===== src/rtl/dsp_pwrup_pkg.sv =====
package dsp_pwrup_pkg;

  localparam int PWR_W        = 32;
  localparam int PB_STBY_N    = 18;
  localparam int PB_SLPRET_N  = 19;
  localparam int PB_WL_CLAMP  = 21;
  localparam int PB_MEM_CLAMP = 22;
  localparam int PB_HS_ON     = 24;
  localparam int PB_LDO_BYP   = 25;

  localparam int RB_STOP = 0;
  localparam int RB_CORE = 1;
  localparam int RB_BUS  = 2;

  localparam logic [PWR_W-1:0] PWR_INIT =
    (PWR_W'(1) << PB_WL_CLAMP) | (PWR_W'(1) << PB_MEM_CLAMP);

  typedef enum logic [3:0] {
    ST_IDLE, ST_STRAP, ST_RST, ST_XO, ST_POLL, ST_HS, ST_WAIT, ST_LDO,
    ST_QMC, ST_STBY, ST_BANK, ST_WL, ST_CORE, ST_CLK, ST_GO
  } seq_st_e;

endpackage


===== src/rtl/dsp_pwrup_timer.sv =====
module dsp_pwrup_timer #(
  parameter int TW = 8
) (
  input  logic          clk,
  input  logic          rst,
  input  logic          go_i,
  input  logic [TW-1:0] len_i,
  output logic          fire_o
);
  logic [TW-1:0] cnt_q;
  logic          run_q;
  logic          fire_q;

  always_ff @(posedge clk) begin
    if (rst) begin
      cnt_q  <= '0;
      run_q  <= 1'b0;
      fire_q <= 1'b0;
    end else begin
      fire_q <= 1'b0;
      if (go_i) begin
        cnt_q <= len_i;
        run_q <= 1'b1;
      end else if (run_q) begin
        if (cnt_q <= TW'(1)) begin
          run_q  <= 1'b0;
          fire_q <= 1'b1;
        end else begin
          cnt_q <= cnt_q - TW'(1);
        end
      end
    end
  end

  assign fire_o = fire_q;
endmodule


===== src/rtl/dsp_pwrup_poller.sv =====
module dsp_pwrup_poller #(
  parameter int POLL_CYC = 4,
  parameter int POLL_MAX = 200
) (
  input  logic clk,
  input  logic rst,
  input  logic go_i,
  input  logic off_i,
  output logic ok_o,
  output logic tmo_o
);
  localparam int KW = (POLL_CYC < 2) ? 1 : $clog2(POLL_CYC + 1);
  localparam int NW = $clog2(POLL_MAX + 1);

  logic [KW-1:0] tick_q;
  logic [NW-1:0] n_q;
  logic          run_q;
  logic          ok_q;
  logic          tmo_q;

  always_ff @(posedge clk) begin
    if (rst) begin
      tick_q <= '0;
      n_q    <= '0;
      run_q  <= 1'b0;
      ok_q   <= 1'b0;
      tmo_q  <= 1'b0;
    end else begin
      ok_q  <= 1'b0;
      tmo_q <= 1'b0;
      if (go_i) begin
        run_q  <= 1'b1;
        tick_q <= KW'(POLL_CYC - 1);
        n_q    <= '0;
      end else if (run_q) begin
        if (tick_q == '0) begin
          if (!off_i) begin
            ok_q  <= 1'b1;
            run_q <= 1'b0;
          end else if (n_q == NW'(POLL_MAX - 1)) begin
            tmo_q <= 1'b1;
            run_q <= 1'b0;
          end else begin
            n_q    <= n_q + NW'(1);
            tick_q <= KW'(POLL_CYC - 1);
          end
        end else begin
          tick_q <= tick_q - KW'(1);
        end
      end
    end
  end

  assign ok_o  = ok_q;
  assign tmo_o = tmo_q;
endmodule


===== src/rtl/dsp_pwrup_ctrl.sv =====
module dsp_pwrup_ctrl
  import dsp_pwrup_pkg::*;
#(
  parameter int          BANKS       = 20,
  parameter int          HS_SETTLE   = 16,
  parameter int          BANK_SETTLE = 24,
  parameter logic [7:0]  STRAP_VAL   = 8'h20,
  parameter int          TW          = 8
) (
  input  logic             clk,
  input  logic             rst,
  input  logic             start_i,
  input  logic             poll_ok_i,
  input  logic             poll_tmo_i,
  input  logic             tmr_fire_i,
  output logic             poll_go_o,
  output logic             tmr_go_o,
  output logic [TW-1:0]    tmr_len_o,
  output logic [7:0]       strap_o,
  output logic [2:0]       rst_ctl_o,
  output logic             xo_en_o,
  output logic             core_clk_en_o,
  output logic [PWR_W-1:0] pwr_ctl_o,
  output logic [BANKS-1:0] mem_pwr_o,
  output logic             done_o,
  output logic             err_o
);
  localparam int IW = (BANKS < 2) ? 1 : $clog2(BANKS);

  seq_st_e          st_q, ret_q;
  logic [IW-1:0]    idx_q;
  logic [7:0]       strap_q;
  logic [2:0]       rctl_q;
  logic             xo_q, cclk_q, done_q, err_q;
  logic [PWR_W-1:0] pwr_q;
  logic [BANKS-1:0] mem_q;

  assign poll_go_o = (st_q == ST_XO);
  assign tmr_go_o  = (st_q == ST_HS) || (st_q == ST_BANK);
  assign tmr_len_o = (st_q == ST_HS) ? TW'(HS_SETTLE) : TW'(BANK_SETTLE);

  always_ff @(posedge clk) begin
    if (rst) begin
      st_q    <= ST_IDLE;
      ret_q   <= ST_IDLE;
      idx_q   <= '0;
      strap_q <= '0;
      rctl_q  <= '0;
      xo_q    <= 1'b0;
      cclk_q  <= 1'b0;
      pwr_q   <= PWR_INIT;
      mem_q   <= '0;
      done_q  <= 1'b0;
      err_q   <= 1'b0;
    end else begin
      done_q <= (st_q == ST_GO);
      unique case (st_q)
        ST_IDLE: if (start_i) begin
          err_q <= 1'b0;
          st_q  <= ST_STRAP;
        end
        ST_STRAP: begin
          strap_q <= STRAP_VAL;
          pwr_q   <= PWR_INIT;
          mem_q   <= '0;
          xo_q    <= 1'b0;
          cclk_q  <= 1'b0;
          st_q    <= ST_RST;
        end
        ST_RST: begin
          rctl_q[RB_STOP] <= 1'b1;
          rctl_q[RB_CORE] <= 1'b1;
          rctl_q[RB_BUS]  <= 1'b1;
          st_q            <= ST_XO;
        end
        ST_XO: begin
          xo_q <= 1'b1;
          st_q <= ST_POLL;
        end
        ST_POLL: begin
          if (poll_ok_i) begin
            st_q <= ST_HS;
          end else if (poll_tmo_i) begin
            err_q <= 1'b1;
            st_q  <= ST_IDLE;
          end
        end
        ST_HS: begin
          pwr_q[PB_HS_ON] <= 1'b1;
          ret_q           <= ST_LDO;
          st_q            <= ST_WAIT;
        end
        ST_WAIT: if (tmr_fire_i) st_q <= ret_q;
        ST_LDO: begin
          pwr_q[PB_LDO_BYP] <= 1'b1;
          st_q              <= ST_QMC;
        end
        ST_QMC: begin
          pwr_q[PB_MEM_CLAMP] <= 1'b0;
          st_q                <= ST_STBY;
        end
        ST_STBY: begin
          pwr_q[PB_STBY_N]   <= 1'b1;
          pwr_q[PB_SLPRET_N] <= 1'b1;
          idx_q              <= IW'(BANKS - 1);
          st_q               <= ST_BANK;
        end
        ST_BANK: begin
          mem_q[idx_q] <= 1'b1;
          if (idx_q == '0) begin
            ret_q <= ST_WL;
          end else begin
            ret_q <= ST_BANK;
            idx_q <= idx_q - IW'(1);
          end
          st_q <= ST_WAIT;
        end
        ST_WL: begin
          pwr_q[PB_WL_CLAMP] <= 1'b0;
          st_q               <= ST_CORE;
        end
        ST_CORE: begin
          rctl_q[RB_CORE] <= 1'b0;
          st_q            <= ST_CLK;
        end
        ST_CLK: begin
          cclk_q <= 1'b1;
          st_q   <= ST_GO;
        end
        ST_GO: begin
          rctl_q[RB_STOP] <= 1'b0;
          st_q            <= ST_IDLE;
        end
        default: st_q <= ST_IDLE;
      endcase
    end
  end

  assign strap_o       = strap_q;
  assign rst_ctl_o     = rctl_q;
  assign xo_en_o       = xo_q;
  assign core_clk_en_o = cclk_q;
  assign pwr_ctl_o     = pwr_q;
  assign mem_pwr_o     = mem_q;
  assign done_o        = done_q;
  assign err_o         = err_q;
endmodule


===== src/rtl/dsp_pwrup_seq.sv =====
module dsp_pwrup_seq #(
  parameter int         BANKS       = 20,
  parameter int         HS_SETTLE   = 16,
  parameter int         BANK_SETTLE = 24,
  parameter int         POLL_CYC    = 4,
  parameter int         POLL_MAX    = 200,
  parameter logic [7:0] STRAP_VAL   = 8'h20
) (
  input  logic             clk,
  input  logic             rst,
  input  logic             start_i,
  input  logic             clk_off_i,
  output logic [7:0]       strap_o,
  output logic [2:0]       rst_ctl_o,
  output logic             xo_en_o,
  output logic             core_clk_en_o,
  output logic [31:0]      pwr_ctl_o,
  output logic [BANKS-1:0] mem_pwr_o,
  output logic             done_o,
  output logic             err_o
);
  localparam int MAX_SETTLE = (HS_SETTLE > BANK_SETTLE) ? HS_SETTLE : BANK_SETTLE;
  localparam int TW         = $clog2(MAX_SETTLE + 1);

  logic          poll_go, poll_ok, poll_tmo;
  logic          tmr_go, tmr_fire;
  logic [TW-1:0] tmr_len;

  dsp_pwrup_ctrl #(
    .BANKS(BANKS), .HS_SETTLE(HS_SETTLE), .BANK_SETTLE(BANK_SETTLE),
    .STRAP_VAL(STRAP_VAL), .TW(TW)
  ) u_ctrl (
    .clk(clk), .rst(rst), .start_i(start_i),
    .poll_ok_i(poll_ok), .poll_tmo_i(poll_tmo), .tmr_fire_i(tmr_fire),
    .poll_go_o(poll_go), .tmr_go_o(tmr_go), .tmr_len_o(tmr_len),
    .strap_o(strap_o), .rst_ctl_o(rst_ctl_o), .xo_en_o(xo_en_o),
    .core_clk_en_o(core_clk_en_o), .pwr_ctl_o(pwr_ctl_o),
    .mem_pwr_o(mem_pwr_o), .done_o(done_o), .err_o(err_o)
  );

  dsp_pwrup_timer #(.TW(TW)) u_timer (
    .clk(clk), .rst(rst), .go_i(tmr_go), .len_i(tmr_len), .fire_o(tmr_fire)
  );

  dsp_pwrup_poller #(.POLL_CYC(POLL_CYC), .POLL_MAX(POLL_MAX)) u_poller (
    .clk(clk), .rst(rst), .go_i(poll_go), .off_i(clk_off_i),
    .ok_o(poll_ok), .tmo_o(poll_tmo)
  );
endmodule


===== config.mk =====
export PLATFORM = sky130hd
export DESIGN_NAME = dsp_pwrup_seq
export DESIGN_NICKNAME = d
export VERILOG_FILES = /design/src/rtl/dsp_pwrup_pkg.sv /design/src/rtl/dsp_pwrup_timer.sv /design/src/rtl/dsp_pwrup_poller.sv /design/src/rtl/dsp_pwrup_ctrl.sv /design/src/rtl/dsp_pwrup_seq.sv
export SDC_FILE = /design/constraint.sdc
export NUM_CORES = 1
export LEC_CHECK = 0
export ABC_AREA = 1
export BUFFER_PORTS_ARGS = -buffer_cell sky130_fd_sc_hd__buf_2
export CORE_MARGIN = 4
export CORE_UTILIZATION = 59
export DETAILED_ROUTE_END_ITERATION = 6
export HOLD_SLACK_MARGIN = 0.06
export PLACE_DENSITY = 0.95
export SLEW_MARGIN = 20
export SYNTH_ARGS = -nofsm -noshare
export SYNTH_HDL_FRONTEND = slang
export SYNTH_SLANG_ARGS = --single-unit

===== constraint.sdc =====
create_clock -name clk -period 3.5 [get_ports clk]
set_input_delay 0 -clock clk [delete_from_list [all_inputs] [get_ports clk]]
set_output_delay 0 -clock clk [all_outputs]
set_load 0.02 [all_outputs]

==> results.toml, run 1 <==
[status]
status = "completed"

[power_and_ir_drop]
p_comb_share_pct = 12.0
power.switching_mw = 0.4691
switching_share_pct = 28.96
power_density_nw_per_um2 = 435.1
leakage_nw = 1.685
p_clk_share_pct = 39.1
p_int_mw = 1.151
irDropWorstVdd_mv = 0.3928
p_seq_share_pct = 48.9

[synth]
yosys.area_share.xor_xnor_pct = 1.538
synth-compound-area-share_pct = 14.57
yosys-mux-area-fraction_pct = 0
synth.distinct_cells = 30
synth_top_family_by_area = "simple AND/OR/NAND/NOR gates"
synth-seq-area-share_pct = 39.25
ys_warn_count = 0
synth_common_cells = "nand2_1, dfxtp_1, nor2_1"
syn-instance-count = 477
async_flop_share_pct = 0
ys_ff_latch = 67
synth_simple_gate_area_share_pct = 25.89
synth_adder_area_share_pct = 3.662
netlist_area_um2 = 3417
synthTopCellsByArea = "dfxtp_1, a21oi_1, nand2_1"
synth_top_area_share_pct = 39.25
synth-main-ff-cell = "dfxtp_1"
yosysMostFrequentCell = "nand2_1"
syn_avg_cell_area_um2 = 7.164
yosysTopAreaCell = "dfxtp_1"
synth_edf_count = 0

[die]
ioPinCount = 71
fp.dieH_um = 84.10
die_area_um2 = 7073
core-area_um2 = 5574
fp.dieW_um = 84.10
initial_core_util_pct = 61.30
num_rows = 27

[finish]
drive_gt1_share_pct = 13.10
regArea_um2 = 1341
syn2layout_area_growth_pct = 8.934
multi_input_area_um2 = 1684
layout.nets = 529
n_antenna_cell = 0
fillers = 457

[timing]
fmax_mhz = 595.3
finalSetupTns_ns = 0
slew_viol_final = 0
post-route-period-util_pct = 47.99
worstMarginPinSlew_ns = 0.6906
hold_viol = 0
setup_viol_count_final = 0
rsz0062_at_grt = "false"
clock-skew-final_ns = 0.01023
relSlewSlack_pct = 53.91
timing.final.ws_setup_ns = 1.820
finalCriticalPeriod_ns = 1.680

[placed_design]
numPortBuffers = 37
place.gp.congestion = 0.8473
place_hpwl_mm = 5.361
pre_cts_slack_ns = 1.918

[global_route]
grt_overflow = 0
grtUsageTotal_pct = 21.77
antenna_found_initial = 0
met1_usage_pct = 24.59
grt.busiest_layer = "met2"
grt_max_degree = 33
grt_pass1_wl_mm = 12.58
first_global_vias = 2893
grtUsageMet2_pct = 37.88
use_met3_pct = 6.022

[worst_setup_path]
crit_required_ns = 3.77
crit_type = "reg -> reg"
cp_data_arrival_time_ns = 1.95
startpoint_type = "register"
cp_max_fo = 25
cp-end-kind = "register"

[drt]
drt_iter0_drc = 241
routed_wl_mm = 7.578
viasPerCell = 5.384
detail-route-antenna-nets = 0
remaining_drc_errors = 0
detailroute.via_count = 3182
wire_per_inst_um = 12.82
firstDrtPassIters = 5

[clock_network]
h-tree-depth = 3
clk_latency_ns = 0.36
cts_tree = "done"
clk_pin_slew_ns = 0.08
postCtsSetupBuffers = 0
clkSinkCount = 67
cts_made_buffers = 9
clock_path_buffers = 2
cts-root-buf = "clkbuf_8"

[hold_path]
hp-class = "in -> reg"

[flow_run]
maxCapViolations = 0
## sequential cells by signal, indices dropped and copies added, names as in the netlist, 3 cells and up
register	cells
u_ctrl.ret_q	4
u_timer.cnt_q	5
u_ctrl.idx_q	5
u_ctrl.mem_pwr_o	20
u_ctrl.rst_ctl_o	3
u_ctrl.pwr_ctl_o	5
u_ctrl.st_q	4
u_poller.n_q	8
u_poller.tick_q	3
## layer usage
metal | wire [µm] | up-vias
met5 | 0 | -
met4 | 137 | 0
met3 | 596 | 14
met2 | 3732 | 128
met1 | 3113 | 1487
li1 | - | 1553
## worst max-delay path, stage by stage (launching register included)
cell	delay (ns)
dfxtp_1	0.44
nand2_2	0.19
nor2_8	0.35
nor2_4	0.11
nand2_2	0.14
nand2_1	0.10
o21ai_0	0.25
## kinds of logic (layout without fill, tap and decap cells)
group | after synthesis | after routing
AND/OR/NAND/NOR | 199 | 199
buffers and inverters | 100 | 110
AO/OA/AOI/OAI | 94 | 94
flip-flops | 67 | 67
adder cells (fa/ha/maj) | 10 | 10
XOR/XNOR | 6 | 6
other | 1 | 33
## through the flow
| stage | utilization [%] | instances | cell area (µm²) | hold WS [ns] | total power [mW] |
|---|---|---|---|---|---|
| CTS | 66.78 | 591 | 3722 | 0.1219 | 1.625 |
| floorplan | - | 509 | 3537 | 0.07238 | 0.9906 |
| global route | 66.78 | 591 | 3722 | 0.1482 | 1.689 |
| detailed placement | 62.99 | 574 | 3511 | 0.2148 | 0.9976 |
| global placement | 62.99 | 574 | 3511 | 0.2153 | 0.9921 |
| finish | 66.78 | 591 | 3722 | 0.1348 | 1.620 |
## cell usage in the layout (no fill, tap or decap), types with 9 or more instances in the layout
cell type,netlist,final
nand2_1,71,71
a21oi_1,56,56
inv_1,55,55
ha_1,10,10
buf_2,4,37
clkbuf_8,0,9
nand4_1,9,9
nor2_1,64,64
nand3_1,28,28
conb_1,1,33
dfxtp_1,67,67
o21ai_0,30,30
## power groups by stage
| stage | clock (mW) | combinational (mW) | sequential (mW) |
|---|---|---|---|
| after floorplan | 0 | 0.171 | 0.819 |
| after global placement | 0 | 0.183 | 0.809 |
| after detailed placement | 0 | 0.188 | 0.810 |
| after CTS | 0.641 | 0.191 | 0.792 |
| after global routing | 0.679 | 0.215 | 0.795 |
| final | 0.633 | 0.194 | 0.793 |
## path summary, 6_finish.rpt
check                                     endpoint  slack [ns]  cells after the start                             start
setup / recovery     u_timer.cnt_q[3]$_SDFFE_PP0P_        1.82                      6       u_ctrl.st_q[3]$_SDFFE_PP0P_
hold / removal      u_ctrl.strap_o[5]$_SDFFE_PP0P_        0.13                      2                               rst
setup reg to reg     u_timer.cnt_q[3]$_SDFFE_PP0P_        1.82                      6       u_ctrl.st_q[3]$_SDFFE_PP0P_
hold reg to reg   u_ctrl.rst_ctl_o[2]$_SDFFE_PP0P_        0.45                      2  u_ctrl.rst_ctl_o[2]$_SDFFE_PP0P_
## repair_timing
item / in CTS / in global routing
gates resized for setup: 0 / 0
endpoints found under the hold margin: 3 / 0
hold buffers: 2 / 0
## cell type report
cell class,instances,share of cell area [%]
Timing Repair Buffer,39,5.513
Tap cell,72,2.420
Inverter,56,5.647
Sequential cell,67,36.03
Clock buffer,9,3.328
Clock inverter,6,1.815
Multi-Input combinational cell,342,45.24
Note: power is estimated with default switching activity, not from simulation.
==> run 2, diff against run 1 <==
--- a/config.mk
+++ b/config.mk
@@ -8,10 +8,10 @@
 export ABC_AREA = 1
 export BUFFER_PORTS_ARGS = -buffer_cell sky130_fd_sc_hd__buf_2
 export CORE_MARGIN = 4
-export CORE_UTILIZATION = 59
+export CORE_UTILIZATION = 49
 export DETAILED_ROUTE_END_ITERATION = 6
 export HOLD_SLACK_MARGIN = 0.06
-export PLACE_DENSITY = 0.95
+export PLACE_DENSITY = 0.87
 export SLEW_MARGIN = 20
 export SYNTH_ARGS = -nofsm -noshare
 export SYNTH_HDL_FRONTEND = slang
==> constraint.sdc (replaced) <==
create_clock -name clk -period 1.3 [get_ports clk]
set_input_delay 0 -clock clk [delete_from_list [all_inputs] [get_ports clk]]
set_output_delay 0 -clock clk [all_outputs]
set_load 0.02 [all_outputs]
==> run 2 against run 1 <==
The flow now finishes with violations (setup timing); via count grew 9.1%; utilization rose by 0.97 points; critical path depth grew 1; largest cell class unchanged; largest power group unchanged.
==> results.toml, run 2 (synthesized netlist as in run 1, its figures left out) <==
[status]
status = "finished, violations left"
violations = "setup timing"

[drt]
viasPerCell = 5.150
firstDrtPassIters = 4
detail-route-antenna-nets = 0
drt_iter0_drc = 220
remaining_drc_errors = 0
routed_wl_mm = 9.594
detailroute.via_count = 3471
wire_per_inst_um = 14.23

[timing]
hold_viol = 0
fmax_mhz = 764.8
post-route-period-util_pct = 100.6
finalCriticalPeriod_ns = 1.308
timing.final.ws_setup_ns = -0.007608
setup_viol_count_final = 2
finalSetupTns_ns = -0.01504
slew_viol_final = 0
clock-skew-final_ns = 0.01191
holdWs_ns = 0.3910
rsz0062_at_grt = "true"

[clock_network]
clock_path_buffers = 2
cts-root-buf = "clkbuf_8"
cts_tree = "done"
clk_pin_slew_ns = 0.08
clkSinkCount = 67
cts_made_buffers = 9
clk_latency_ns = 0.35
h-tree-depth = 3

[placed_design]
numPortBuffers = 37
place.gp.congestion = 1.027
pre_cts_slack_ns = -0.1306
place_hpwl_mm = 6.305
dp_cells = 649

[power_and_ir_drop]
p_seq_share_pct = 45.8
p_comb_share_pct = 16.8
irDropWorstVdd_mv = 0.4926
power.switching_mw = 1.424
p_int_mw = 3.266
power_density_nw_per_um2 = 1019
switching_share_pct = 30.36
leakage_nw = 2.092
p_clk_share_pct = 37.4

[flow_run]
maxCapViolations = 0

[die]
ioPinCount = 71
num_rows = 30
initial_core_util_pct = 50.29
fp.dieW_um = 91.51
core-area_um2 = 6794
fp.dieH_um = 91.51
die_area_um2 = 8373

[global_route]
grt_overflow = 0
grt.busiest_layer = "met2"
grt_pass1_wl_mm = 14.04
first_global_vias = 3211
antenna_found_initial = 0
grt_max_degree = 24
use_met3_pct = 4.640
met1_usage_pct = 21.57
grtUsageTotal_pct = 20.65
grtUsageMet2_pct = 37.80

[worst_setup_path]
cp_data_arrival_time_ns = 1.55
cp_max_fo = 5
cp-end-kind = "register"
ff2ff_path_depth = 7
r2r_slack_ns = -0.008
crit_type = "reg -> reg"
crit_required_ns = 1.55
startpoint_type = "register"

[hold_path]
hold_path_depth = 3
hp-class = "in -> reg"

[finish]
layout_common_cells = "nand2_1, dfxtp_1, nor2_1"
regArea_um2 = 1365
final_cell_count_no_fill = 674
largest_reg_flops = 20
multi_input_area_um2 = 2001
syn2layout_area_growth_pct = 34.71
drive_gt1_share_pct = 35.64
n_antenna_cell = 0
layout_commonest_cell = "nand2_1"
fillers = 493
fin_util_pct = 67.75
layout.nets = 587
run 2: area by class of cell:
cell class / instances / area share (%)
Inverter: 56 / 4.730
Multi-Input combinational cell: 342 / 43.46
Clock buffer: 9 / 2.691
Clock inverter: 7 / 1.658
Tap cell: 96 / 2.609
Timing Repair Buffer: 97 / 15.19
Sequential cell: 67 / 29.65
run 2: final timing paths:
kind                               start                       endpoint
max          u_ctrl.st_q[1]$_SDFFE_PP0P_  u_timer.cnt_q[1]$_SDFFE_PP0P_
min reg2reg    u_ctrl.err_o$_SDFFE_PP0P_      u_ctrl.err_o$_SDFFE_PP0P_
max reg2reg  u_ctrl.st_q[1]$_SDFFE_PP0P_  u_timer.cnt_q[1]$_SDFFE_PP0P_
min                            clk_off_i       u_poller.ok_o$_SDFF_PP0_
run 2: repair_timing:
item                                    4_1_cts  5_1_grt
cloned                                        0        1
hold buffers                                  3        0
pin swaps                                     6       26
resized for setup                            39       78
buffers inserted                              3        2
endpoints found under the hold margin        15        0
endpoints found under the setup margin       25       45
run 2: metal layers:
metal  share of wire [%]  up-vias
li1                    -     1685
met1                  38     1614
met2                  52      134
met3                 5.5       38
met4                 4.2        0
met5                   0        -
run 2: power by group through the flow:
stage                     clock, mW  combinational [mW]  sequential (mW)
after floorplan                   0               0.461             2.21
after global placement            0               0.609             2.18
after detailed placement          0               0.620             2.18
after CTS                      1.78               0.654             2.14
after global routing           1.88               0.846             2.15
final                          1.76               0.787             2.15
run 2: stage by stage:
stage | area [µm²] | power [mW]
floorplan | 3543 | 2.667
global placement | 3943 | 2.787
detailed placement | 3943 | 2.800
CTS | 4287 | 4.576
global route | 4603 | 4.878
finish | 4603 | 4.689
run 2: critical path: stages, from the launching register on:
cell,delay (ns)
dfxtp_4,0.37
inv_1,0.13
nand2_4,0.09
nor2_4,0.15
inv_1,0.13
nand2_2,0.11
or2_0,0.14
o22ai_2,0.08
==> run 3, diff against run 2 <==
--- a/config.mk
+++ b/config.mk
@@ -8,10 +8,11 @@
 export ABC_AREA = 1
 export BUFFER_PORTS_ARGS = -buffer_cell sky130_fd_sc_hd__buf_2
 export CORE_MARGIN = 4
-export CORE_UTILIZATION = 49
+export CORE_UTILIZATION = 59
 export DETAILED_ROUTE_END_ITERATION = 6
 export HOLD_SLACK_MARGIN = 0.06
-export PLACE_DENSITY = 0.87
+export PLACE_DENSITY = 0.95
+export SKIP_CTS_REPAIR_TIMING = 1
 export SLEW_MARGIN = 20
 export SYNTH_ARGS = -nofsm -noshare
 export SYNTH_HDL_FRONTEND = slang
==> constraint.sdc (replaced) <==
create_clock -name clk -period 1.61 [get_ports clk]
set_input_delay 0 -clock clk [delete_from_list [all_inputs] [get_ports clk]]
set_output_delay 0 -clock clk [all_outputs]
set_load 0.02 [all_outputs]
==> run 3 against run 2 <==
The flow now finishes without violations; global-route usage increased by 2.6 points; clock power decreased by 9%; combinational power decreased by 42%; sequential power decreased by 20%.
==> results.toml, run 3 (synthesized netlist as in run 1, its figures left out) <==
[global_route]
first_global_vias = 2989
grt_pass1_wl_mm = 13.50
antenna_found_initial = 0
grt_max_degree = 26
grtUsageTotal_pct = 23.22
grt_overflow = 0

[die]
fp.dieW_um = 84.10
num_rows = 27
core-area_um2 = 5574
fp.dieH_um = 84.10
ioPinCount = 71
die_area_um2 = 7073
initial_core_util_pct = 61.30

[timing]
rsz0062_at_grt = "false"
timing.final.ws_setup_ns = 0.1062
setup_viol_count_final = 0
clock-skew-final_ns = 0.01405
holdWs_ns = 0.3738
finalSetupTns_ns = 0
slew_viol_final = 0
post-route-period-util_pct = 93.41
fmax_mhz = 665.0
hold_viol = 0
finalCriticalPeriod_ns = 1.504

[worst_setup_path]
cp_data_arrival_time_ns = 1.74
cp_max_fo = 9
critPathSlowestCell = "dfxtp_1"
path_cells = "ha_1, inv_1, nor2_4, a21oi_4, nand2_2, nand2_1, a21oi_1"
startpoint_type = "register"
cp-end-kind = "register"
critical-path-max-stage-delay_ns = 0.34
crit_required_ns = 1.85
cp_top_family = "flip-flops"
crit_type = "reg -> reg"
crit_buf_inv = 1

[placed_design]
dp_cells = 585
numPortBuffers = 37
place_hpwl_mm = 5.634
pre_cts_slack_ns = 0.1161
place.gp.congestion = 0.8653

[drt]
firstDrtPassIters = 5
remaining_drc_errors = 0
detailroute.via_count = 3270
viasPerCell = 5.414
drt_iter0_drc = 342
wire_per_inst_um = 13.22
detail-route-antenna-nets = 0
routed_wl_mm = 7.983

[clock_network]
cts_tree = "done"
clk_pin_slew_ns = 0.08
clock_path_buffers = 2
cts_made_buffers = 9
clk_latency_ns = 0.35
h-tree-depth = 3
cts-root-buf = "clkbuf_8"
clkSinkCount = 67

[power_and_ir_drop]
power_density_nw_per_um2 = 978.6
leakage_nw = 1.768
irDropWorstVdd_mv = 0.6266

[finish]
n_antenna_cell = 0
final_cell_count_no_fill = 604
fillers = 427
syn2layout_area_growth_pct = 13.15
drive_gt1_share_pct = 15.98
layout.nets = 541
layout_commonest_cell = "nand2_1"
largest_reg_flops = 20
layout_common_cells = "nand2_1, dfxtp_1, nor2_1"

[flow_run]
maxCapViolations = 0

[hold_path]
hp-class = "in -> reg"

[status]
status = "completed"
-- run 3: worst paths after layout --
check	startpoint	end	slack, ns	depth (start not counted)
worst min-delay path	clk_off_i	u_poller.ok_o$_SDFF_PP0_	0.37	3
worst min register to register	u_ctrl.rst_ctl_o[2]$_SDFFE_PP0P_	u_ctrl.rst_ctl_o[2]$_SDFFE_PP0P_	0.45	2
worst max-delay path	u_poller.n_q[0]$_SDFFE_PP0P_	u_poller.n_q[5]$_SDFFE_PP0P_	0.11	7
worst max register to register	u_poller.n_q[0]$_SDFFE_PP0P_	u_poller.n_q[5]$_SDFFE_PP0P_	0.11	7
-- run 3: worst register-to-register path: stages (launching register included) --
cell	delay [ns]
dfxtp_1	0.34
ha_1	0.25
inv_1	0.13
nor2_4	0.07
a21oi_4	0.28
nand2_2	0.18
nand2_1	0.09
a21oi_1	0.06
-- run 3: routing by layer --
layer	vias to the layer above	track usage [%]	routed length (µm)
met5	-	0	0
met4	0	11.99	235
met3	32	5.726	737
met2	189	39.45	3920
met1	1467	26.94	3089
li1	1582	-	-
-- run 3: final cells by class --
class / instances / area (µm²) / share of cell area (%)
Multi-Input combinational cell: 342 / 1699 / 43.95
Sequential cell: 67 / 1343 / 34.72
Timing Repair Buffer: 51 / 297.8 / 7.702
Inverter: 56 / 210.2 / 5.437
Clock buffer: 10 / 137.6 / 3.560
Tap cell: 72 / 90.09 / 2.330
Clock inverter: 6 / 88.84 / 2.298
-- run 3: report_power, final --
| part | internal [mW] | leakage (nW) | total [mW] | switching (mW) |
|---|---|---|---|---|
| logic | 0.121 | 1.12 | 0.458 | 0.338 |
| clock network | 0.914 | 0.108 | 1.60 | 0.688 |
| registers | 1.69 | 0.541 | 1.72 | 0.0292 |
| total | 2.73 | 1.77 | 3.78 | 1.05 |
-- run 3: through the flow --
stage	utilization (%)	cell area [µm²]	total power, mW
finish	69.36	3866	3.783
global route	69.36	3866	3.916
CTS	68.53	3820	3.784
detailed placement	64.47	3593	2.199
global placement	64.47	3593	2.189
floorplan	-	3537	2.153
